==> src/rtl/ilk_pkg.sv <==
package ilk_pkg;
   typedef enum logic [2:0] {
      OP_INT    = 3'd0,
      OP_LOAD   = 3'd1,
      OP_STORE  = 3'd2,
      OP_BRANCH = 3'd3,
      OP_FADD   = 3'd4,
      OP_FMUL   = 3'd5,
      OP_FDIV   = 3'd6
   } op_class_e;

   function automatic int max_int(input int a, input int b);
      return (a > b) ? a : b;
   endfunction
endpackage

==> src/rtl/ilk_scoreboard.sv <==
module ilk_scoreboard #(
   parameter  int NREGS = 64,
   parameter  int CW    = 5,
   localparam int RW    = $clog2(NREGS)
) (
   input  logic          clk,
   input  logic          rst_n,
   input  logic          set_en,
   input  logic [RW-1:0] set_reg,
   input  logic [CW-1:0] set_cnt,
   input  logic [RW-1:0] src_a,
   input  logic [RW-1:0] src_b,
   input  logic [CW-1:0] thr_a,
   input  logic [CW-1:0] thr_b,
   input  logic [RW-1:0] dst,
   input  logic [CW-1:0] new_lat,
   output logic          raw_hit,
   output logic          waw_hit
);
   logic [CW-1:0] remain [NREGS];

   for (genvar r = 0; r < NREGS; r++) begin : g_reg
      if (r == 0) begin : g_null
         assign remain[r] = '0;
      end else begin : g_live
         always_ff @(posedge clk or negedge rst_n) begin
            if (!rst_n)
               remain[r] <= '0;
            else if (set_en && set_reg == RW'(r))
               remain[r] <= set_cnt;
            else if (remain[r] != '0)
               remain[r] <= remain[r] - 1'b1;
         end
      end
   end

   always_comb begin
      raw_hit = ((src_a != '0) && (remain[src_a] > thr_a)) ||
                ((src_b != '0) && (remain[src_b] > thr_b));
      waw_hit = (dst != '0) && (new_lat < remain[dst]);
   end
endmodule

==> src/rtl/ilk_wport.sv <==
module ilk_wport #(
   parameter  int SLOTS = 26,
   localparam int LW    = $clog2(SLOTS)
) (
   input  logic          clk,
   input  logic          rst_n,
   input  logic [LW-1:0] query_lat,
   input  logic          take_en,
   output logic          slot_busy
);
   logic [SLOTS-1:0] booked, booked_n;

   assign slot_busy = booked[query_lat];

   always_comb begin
      booked_n = booked >> 1;
      if (take_en)
         booked_n[query_lat - 1'b1] = 1'b1;
   end

   always_ff @(posedge clk or negedge rst_n) begin
      if (!rst_n) booked <= '0;
      else        booked <= booked_n;
   end


   port_free_chk: assert property (@(posedge clk) disable iff (!rst_n)
      take_en |-> !slot_busy);
endmodule

==> src/rtl/ilk_divbusy.sv <==
module ilk_divbusy #(
   parameter int LAT_FDIV = 25,
   parameter int CW       = 5
) (
   input  logic clk,
   input  logic rst_n,
   input  logic start,
   output logic busy
);
   logic [CW-1:0] left;

   always_ff @(posedge clk or negedge rst_n) begin
      if (!rst_n)            left <= '0;
      else if (start)        left <= CW'(LAT_FDIV - 1);
      else if (left != '0)   left <= left - 1'b1;
   end

   assign busy = (left != '0);


   div_idle_chk: assert property (@(posedge clk) disable iff (!rst_n)
      start |-> !busy);
endmodule

==> src/rtl/issue_interlock.sv <==
module issue_interlock
   import ilk_pkg::*;
#(
   parameter  int NREGS         = 64,
   parameter  int LAT_INT       = 1,
   parameter  int LAT_MEM       = 2,
   parameter  int LAT_FADD      = 4,
   parameter  int LAT_FMUL      = 7,
   parameter  int LAT_FDIV      = 25,
   parameter  bit DIV_PIPELINED = 1'b0,
   localparam int RW            = $clog2(NREGS),
   localparam int LAT_MAX       = max_int(max_int(max_int(LAT_INT, LAT_MEM),
                                          max_int(LAT_FADD, LAT_FMUL)), LAT_FDIV),
   localparam int SLOTS         = LAT_MAX + 1,
   localparam int CW            = $clog2(SLOTS)
) (
   input  logic          clk,
   input  logic          rst_n,
   input  logic          in_valid,
   input  logic [2:0]    in_class,
   input  logic [RW-1:0] in_dst,
   input  logic [RW-1:0] in_src_a,
   input  logic [RW-1:0] in_src_b,
   output logic          stall_o,
   output logic          issue_o
);
   initial begin
      size_chk: assert (NREGS >= 2 && (1 << RW) == NREGS)
         else $error("NREGS must be a power of two");
      lat_chk: assert (LAT_INT >= 1 && LAT_MEM >= 1 && LAT_FADD >= 1 &&
                       LAT_FMUL >= 1 && LAT_FDIV >= 2)
         else $error("latencies out of range");
   end

   op_class_e     cls;
   logic          writes_cls, writes, is_div;
   logic [CW-1:0] lat, thr_a, thr_b;
   logic          raw_hit, waw_hit, port_busy, div_busy, hazard, take;

   assign cls = op_class_e'(in_class);

   always_comb begin
      writes_cls = 1'b1;
      lat        = CW'(LAT_INT);
      unique case (cls)
         OP_INT:    lat = CW'(LAT_INT);
         OP_LOAD:   lat = CW'(LAT_MEM);
         OP_FADD:   lat = CW'(LAT_FADD);
         OP_FMUL:   lat = CW'(LAT_FMUL);
         OP_FDIV:   lat = CW'(LAT_FDIV);
         default:   writes_cls = 1'b0;
      endcase
      writes = writes_cls && (in_dst != '0);
      is_div = (cls == OP_FDIV);
      thr_a  = (cls == OP_BRANCH) ? CW'(0) : CW'(1);
      thr_b  = (cls == OP_BRANCH) ? CW'(0) : (cls == OP_STORE) ? CW'(2) : CW'(1);
   end

   ilk_scoreboard #(.NREGS(NREGS), .CW(CW)) u_sb (
      .clk(clk), .rst_n(rst_n),
      .set_en(take), .set_reg(in_dst), .set_cnt(lat),
      .src_a(in_src_a), .src_b(in_src_b), .thr_a(thr_a), .thr_b(thr_b),
      .dst(in_dst), .new_lat(lat),
      .raw_hit(raw_hit), .waw_hit(waw_hit)
   );

   ilk_wport #(.SLOTS(SLOTS)) u_wp (
      .clk(clk), .rst_n(rst_n),
      .query_lat(lat), .take_en(take), .slot_busy(port_busy)
   );

   if (DIV_PIPELINED) begin : g_div_pipe
      assign div_busy = 1'b0;
   end else begin : g_div_block
      ilk_divbusy #(.LAT_FDIV(LAT_FDIV), .CW(CW)) u_div (
         .clk(clk), .rst_n(rst_n), .start(issue_o && is_div), .busy(div_busy)
      );


      div_claim_chk: assert property (@(posedge clk) disable iff (!rst_n)
         (issue_o && is_div) |=> div_busy);
   end

   assign hazard  = raw_hit || (writes && (waw_hit || port_busy)) || (is_div && div_busy);
   assign issue_o = in_valid && !hazard;
   assign stall_o = in_valid && hazard;
   assign take    = issue_o && writes;


   no_raw_issue_chk: assert property (@(posedge clk) disable iff (!rst_n)
      issue_o |-> !raw_hit);


   no_waw_issue_chk: assert property (@(posedge clk) disable iff (!rst_n)
      (issue_o && writes) |-> !waw_hit);


   held_fields_chk: assert property (@(posedge clk) disable iff (!rst_n)
      stall_o |=> (in_valid && $stable(in_class) && $stable(in_dst)));
endmodule

==> config.mk <==
export PLATFORM = sky130hd
export DESIGN_NAME = issue_interlock
export DESIGN_NICKNAME = d
export VERILOG_FILES = /design/src/rtl/ilk_pkg.sv /design/src/rtl/ilk_scoreboard.sv /design/src/rtl/ilk_wport.sv /design/src/rtl/ilk_divbusy.sv /design/src/rtl/issue_interlock.sv
export SDC_FILE = /design/constraint.sdc
export NUM_CORES = 1
export LEC_CHECK = 0
export BUFFER_PORTS_ARGS = -buffer_cell sky130_fd_sc_hd__clkbuf_2
export CORE_ASPECT_RATIO = 1.25
export CORE_MARGIN = 3
export CORE_UTILIZATION = 55
export CTS_CLUSTER_SIZE = 24
export DETAILED_ROUTE_END_ITERATION = 8
export GPL_TIMING_DRIVEN = 0
export PLACE_DENSITY = 0.68
export SETUP_SLACK_MARGIN = 0.3
export SLEW_MARGIN = 20
export SYNTH_ARGS = -nofsm -noshare
export SYNTH_HDL_FRONTEND = slang
export SYNTH_SLANG_ARGS = --single-unit
==> constraint.sdc <==
create_clock -name clk -period 8.9 [get_ports clk]
set_input_delay 1.78 -clock clk [delete_from_list [all_inputs] [get_ports clk]]
set_output_delay 1.78 -clock clk [all_outputs]
set_load 0.01 [all_outputs]
* Yosys cells after proc, flatten, opt, wreduce, memory -nomap -nowiden
Index checks and enable logic that the tools add are counted.
** Operators by class
- Reductions and logical operators :: 212
- Add/subtract/negate cells :: 65
- Muxes and demuxes :: 147
- Eq/ne operators :: 69
- Bitwise gates (word level) :: 4
- Magnitude comparators :: 9
** Operators by type and width (count)
- $mux W5 :: 134
- $sub A5 B1 Y5 const B :: 65
- $reduce_bool A5 Y1 :: 64
- $eq A6 B6 Y1 const B :: 32
- $reduce_bool A2 Y1 :: 64
- $eq A6 B5 Y1 const B :: 16
- $bmux W5 S6 :: 3
- $logic_and A1 B1 Y1 :: 74
- $eq A6 B4 Y1 const B :: 8
- $mux W26 :: 1
- $or A25 B26 Y26 :: 1
- $eq A6 B3 Y1 const B :: 4
- $ge A7 B7 Y1 const B :: 3
- $not A6 Y7 :: 3
- $pmux W5 S4 :: 1
- $reduce_bool A6 Y1 :: 3
- $eq A6 B2 Y1 const B :: 2
- $lt A5 B6 Y1 const B :: 2
- $eq A3 B3 Y1 const B :: 3
- $eq A3 B2 Y1 const B :: 2
- $eq A6 B1 Y1 const B :: 1
- $bmux W1 S5 :: 1
- $demux W1 S5 :: 1
- $ge A5 B1 Y1 const B :: 1
- 10 further kinds :: 17
** Word-level totals
- Input bits :: 24
- Logic and storage cells :: 571
- Bits in registers :: 346
- Output and inout bits :: 2

* Depth between registers and ports, before layout
- Depth in word-level cells :: 15
- Depth in mapped cells :: 21

* Cells and area by module
A second synthesis with hierarchy kept.
** Unflattened totals
- Cells, all modules :: 2919
- Area total of the unflattened synthesis :: 28040.6 sq um
** Modules (own cells, without submodules)
- ilk_scoreboard :: sequential area each 7882.6 sq um, area an instance 26382.8 sq um, instances 1, cells each 2775
- ilk_wport :: sequential area each 650.6 sq um, area an instance 1237.4 sq um, instances 1, cells each 96
- ilk_divbusy :: sequential area each 125.1 sq um, area an instance 260.2 sq um, instances 1, cells each 24
- issue_interlock :: sequential area each 0.0 sq um, area an instance 160.2 sq um, instances 1, cells each 24

* Worst setup path before layout
Ideal clock, no wire load.
- Path type :: in2out
- From :: input port in_src_a[0]
- To :: output port stall_o
- Arrival time :: 6.026 ns
- Required time :: 7.120 ns
- Setup slack :: 1.094 ns
- Buffers on the path :: 7
- Cell stages on the path :: 18
- Path through :: buf_2 buf_2 buf_2 buf_2 buf_1 mux4_2 mux4_2 mux4_2 inv_1 ha_1 nor2_1 nor3_1 a32o_1 o211ai_2 buf_6 buf_6 nor2_1 nor2_1
** On the way
- Word-level cells in the longest chain between the ends :: 10
** Ends and longest elaborated chain
- from (decl) :: RTL line issue_interlock.sv:22 : input logic [RW-1:0] in_src_a,
- $not A6 Y7 (not written as such) :: RTL line ilk_scoreboard.sv:38 : raw_hit = ((src_a != '0) && (remain[src_a] > thr_a)) ||
- $bmux W5 S6 :: RTL line ilk_scoreboard.sv:38
- $mux W5 (not written as such) (2 in series) :: RTL line ilk_scoreboard.sv:38
- $gt A5 B1 Y1 :: RTL line ilk_scoreboard.sv:38
- $logic_and A1 B1 Y1 * :: RTL line ilk_scoreboard.sv:38
- $logic_or A1 B1 Y1 * :: RTL line ilk_scoreboard.sv:38
- $logic_or A1 B1 Y1 * (2 in series) :: RTL line issue_interlock.sv:84 : assign hazard = raw_hit || (writes && (waw_hit || port_busy)) || (is_div && div_busy);
- $logic_and A1 B1 Y1 * :: RTL line issue_interlock.sv:86 : assign stall_o = in_valid && hazard;
- to (decl) :: RTL line issue_interlock.sv:24 : output logic stall_o,
Mark *: on every way between the ends. The rest lies on a longest branch, timed or not. The select of a mux whose other input is x is not followed.

* Final worst setup path
- From :: input port in_src_a[1]
- To :: output port stall_o
Same word-level chain as after synthesis.

==> impl_results.md <==
- Row count: 90
- Worst Path Max Fanout: 10
- Slew Limit Fails: 0
- Clock transition at the registers of the reported paths: 0.06 ns
- Tot GR Track Use: 39.0%
- Crit path required time: 7.12 ns
- Mapped Cells: 2579
- WS Path Type: input port to output pin
- Synth Cell Area: 27100 sq um
- Tightest Pin Transition: 1.28 ns
- Fmax: 0.117 GHz
- Bufs on Longest Clock Path: 3
- Worst VDD drop: 0.214 mV
- Wire per inst: 30.6 microns
- Most frequent cells in the layout: dfrtp_1, nand2_1, mux2i_1, mux4_2, nor3_1
- First-pass iteration count of the detailed router: 6
- Type of origin of the critical path: input port
- Netlist cell types: 69
- Sequential-to-total area share from yosys stat: 31.9%
- Iter 0 DRT Violations: 2678
- Syn nets: 2737
- PwrDens: 356 nW/um^2
- Critical Path Sink Type: output pin
- Clk_skew: 0.0266 ns
- Run status: completed
- Antenna violations before repair: 2
- Final Setup Violations: 0
- Antenna Cells: 0
- Number of H-tree levels: 2
- Global-route wire length before repair: 147000 microns
- Number of synthesized register bits: 345
- Overflow after GRT: 0
- Antenna Nets Post-Route: 0
- CTS root buf: clkbuf_16
- PortBufs: 18
- Max_cap viols: 0
- Hpwl dp: 75500 microns
- Commonest non-fill, non-tap cell in the layout: dfrtp_1
- Post-Syn Area per Cell: 10.5 sq um
- Filler cell count: 4039
- Fin. Hold Viols: 0
- Worst min-delay path class: flip-flop to flip-flop
- Via count: 22500
- Sink Count: 345
- Cts bufs inserted: 39
- Post-synth EDFFs: 0
- Fin util: 61.2%
- CTS tree: yes
- Core Area: 48500 sq um
- Pre-CTS setup slack: -1.01 ns
- Hold-fix buffers, CTS: 0
- Die ar.: 52000 sq um
- Die span in x: 205 microns
- Layout Nets: 2805
- Final min period: 8.53 ns
- CP arrival: 6.75 ns
- Final period util: 95.8%
- Vias in the first global route: 22000
- Worst-skew pair later-pin latency: 0.59 ns
- Unrepaired setup endpoints after global routing: yes
- Layout cells sized above 1: 16.2%
- Synth-to-layout area growth: 9.58%
- Slew HR: 14.9%
- Yosys warnings: 0
- Total wire length: 102000 microns
- Post-synth top flop: dfrtp_1
- Initial core utilization: 55.8%
- Async S/R FF share, synth: 100%
- IO Pins: 26
- Gpl congestion: 1.05
- DRC errors left: 0
- Via density: 6.79
- Largest net degree at the start of global routing: 86
- Pleak: 12.4 nW
- Die height: 254 microns
- Slack of the critical path: 0.370 ns
-- synth_stat cells (all sizes together) (2+ instances only) --
master   number  area (sq um)
a2111oi      11          96.3
a211oi       25           188
a21o          5          37.5
a21oi        73           365
a221oi        5          43.8
a22o          6          52.6
a2bb2oi       2          23.8
a311oi        4          35.0
a31oi         4          25.0
a32oi         6          52.6
a41o          2          20.0
buf          67           410
clkbuf       80           300
dfrtp       345          8630
ha          134          1680
inv         148           556
mux2         27           304
mux2i       334          3340
mux4        168          3780
nand2       338          1270
nand2b       12          75.1
nand3        13          65.1
nand3b       21           158
nand4         4          25.0
nor2        142           536
nor2b        12          75.1
nor3        164           821
nor3b         6          45.0
nor4         80          1450
o2111ai       6          52.6
o211ai        6          50.1
o21ai        73           365
o21bai        3          22.5
o22a          2          17.5
o22ai         6          37.5
o311ai        6          52.6
o31ai         2          15.0
o41ai         2          17.5
or2           6          37.5
or3          10          62.6
xnor2        91           797
xor2        113           990
-- logic make-up after synthesis --
logic type / Yosys count / synth area share, %
and+or+nand+nor: 813 / 17.2
muxes: 529 / 27.4
DFF: 345 / 31.9
buffers and inverters: 296 / 4.69
AOI/OAI and AO/OA: 257 / 6.06
xor gates and xnor gates: 204 / 6.59
adders and majority gates: 134 / 6.19
other: 1 / 0.0138
-- per-stage QoR --
stage	cell area (sq um)	setup TNS [ns]	std cells	hold slack [ns]	power, mW
2_1_floorplan	27100	0	2579	0.405	7.05
3_3_place_gp	28000	-550.23	3241	0.406	8.39
3_5_place_dp	28100	-1.92	3246	0.412	8.64
4_1_cts	29600	0	3318	0.426	10.4
5_1_grt	29700	0	3322	0.441	11.2
6_report	29700	0	3322	0.424	10.6
-- state kept, by name (all words and copies together) (netlist names) --
| register | count |
|---|---|
| u_sb.remain | 315 |
| u_wp.booked | 25 |
| g_div_block.u_div.left | 5 |
-- metal layers --
layer | GRT usage, % | vias up | part of all wire (%)
li1 | - | 9462 | -
met1 | 48.8 | 11200 | 37
met2 | 60.9 | 1380 | 45
met3 | 9.63 | 455 | 10
met4 | 24.4 | 2 | 8.2
met5 | 0 | - | 0.013
-- layout make-up --
class / count / area [sq um] / area share [%]
Inverter: 149 / 559 / 1.88
Tap cell: 644 / 806 / 2.71
Multi-Input combinational cell: 1938 / 17200 / 57.9
Buffer: 147 / 871 / 2.93
Sequential cell: 345 / 8630 / 29.1
Timing Repair Buffer: 27 / 258 / 0.868
Clock buffer: 56 / 1170 / 3.94
Clock inverter: 16 / 194 / 0.653
-- where the power goes --
group / switching (mW) / total [mW] / internal, mW
Combinational: 2.65 / 5.08 / 2.43
Sequential: 1.41 / 3.77 / 2.37
Clock: 0.707 / 1.72 / 1.01
-- worst max-delay path, stage by stage --
cell	delay, ns
buf_2	0.34
buf_2	0.38
buf_4	0.36
clkbuf_4	0.36
clkbuf_4	0.34
mux2i_1	0.20
o21ai_0	0.16
mux4_2	0.53
mux4_2	0.46
inv_1	0.07
ha_1	0.22
nor2_1	0.22
nor3_1	0.12
a32o_1	0.28
o211ai_2	0.15
buf_12	0.17
buf_6	0.23
nor2_1	0.08
nor2_1	0.09
clkbuf_2	0.14
-- worst paths after layout --
check,from,slack (ns),end,cells past startpoint
min in group asynchronous,rst_n,1.12,u_sb.remain[201],1
max in group asynchronous,rst_n,6.56,u_sb.remain[40],3
max reg2reg,u_sb.remain[261],3.86,u_sb.remain[104],15
max,in_src_a[1],0.37,stall_o,20
min reg2reg,u_wp.booked[12],0.42,u_wp.booked[11],1
min,u_wp.booked[12],0.42,u_wp.booked[11],1
-- repair_timing --
item                       4_1_cts  5_1_grt
setup endpoints to repair        2        2
resized for setup               46       27
buffers inserted                 0        3
pin swaps                        0        0
gates cloned                     0        0
Power figures use the tool's default switching activity.
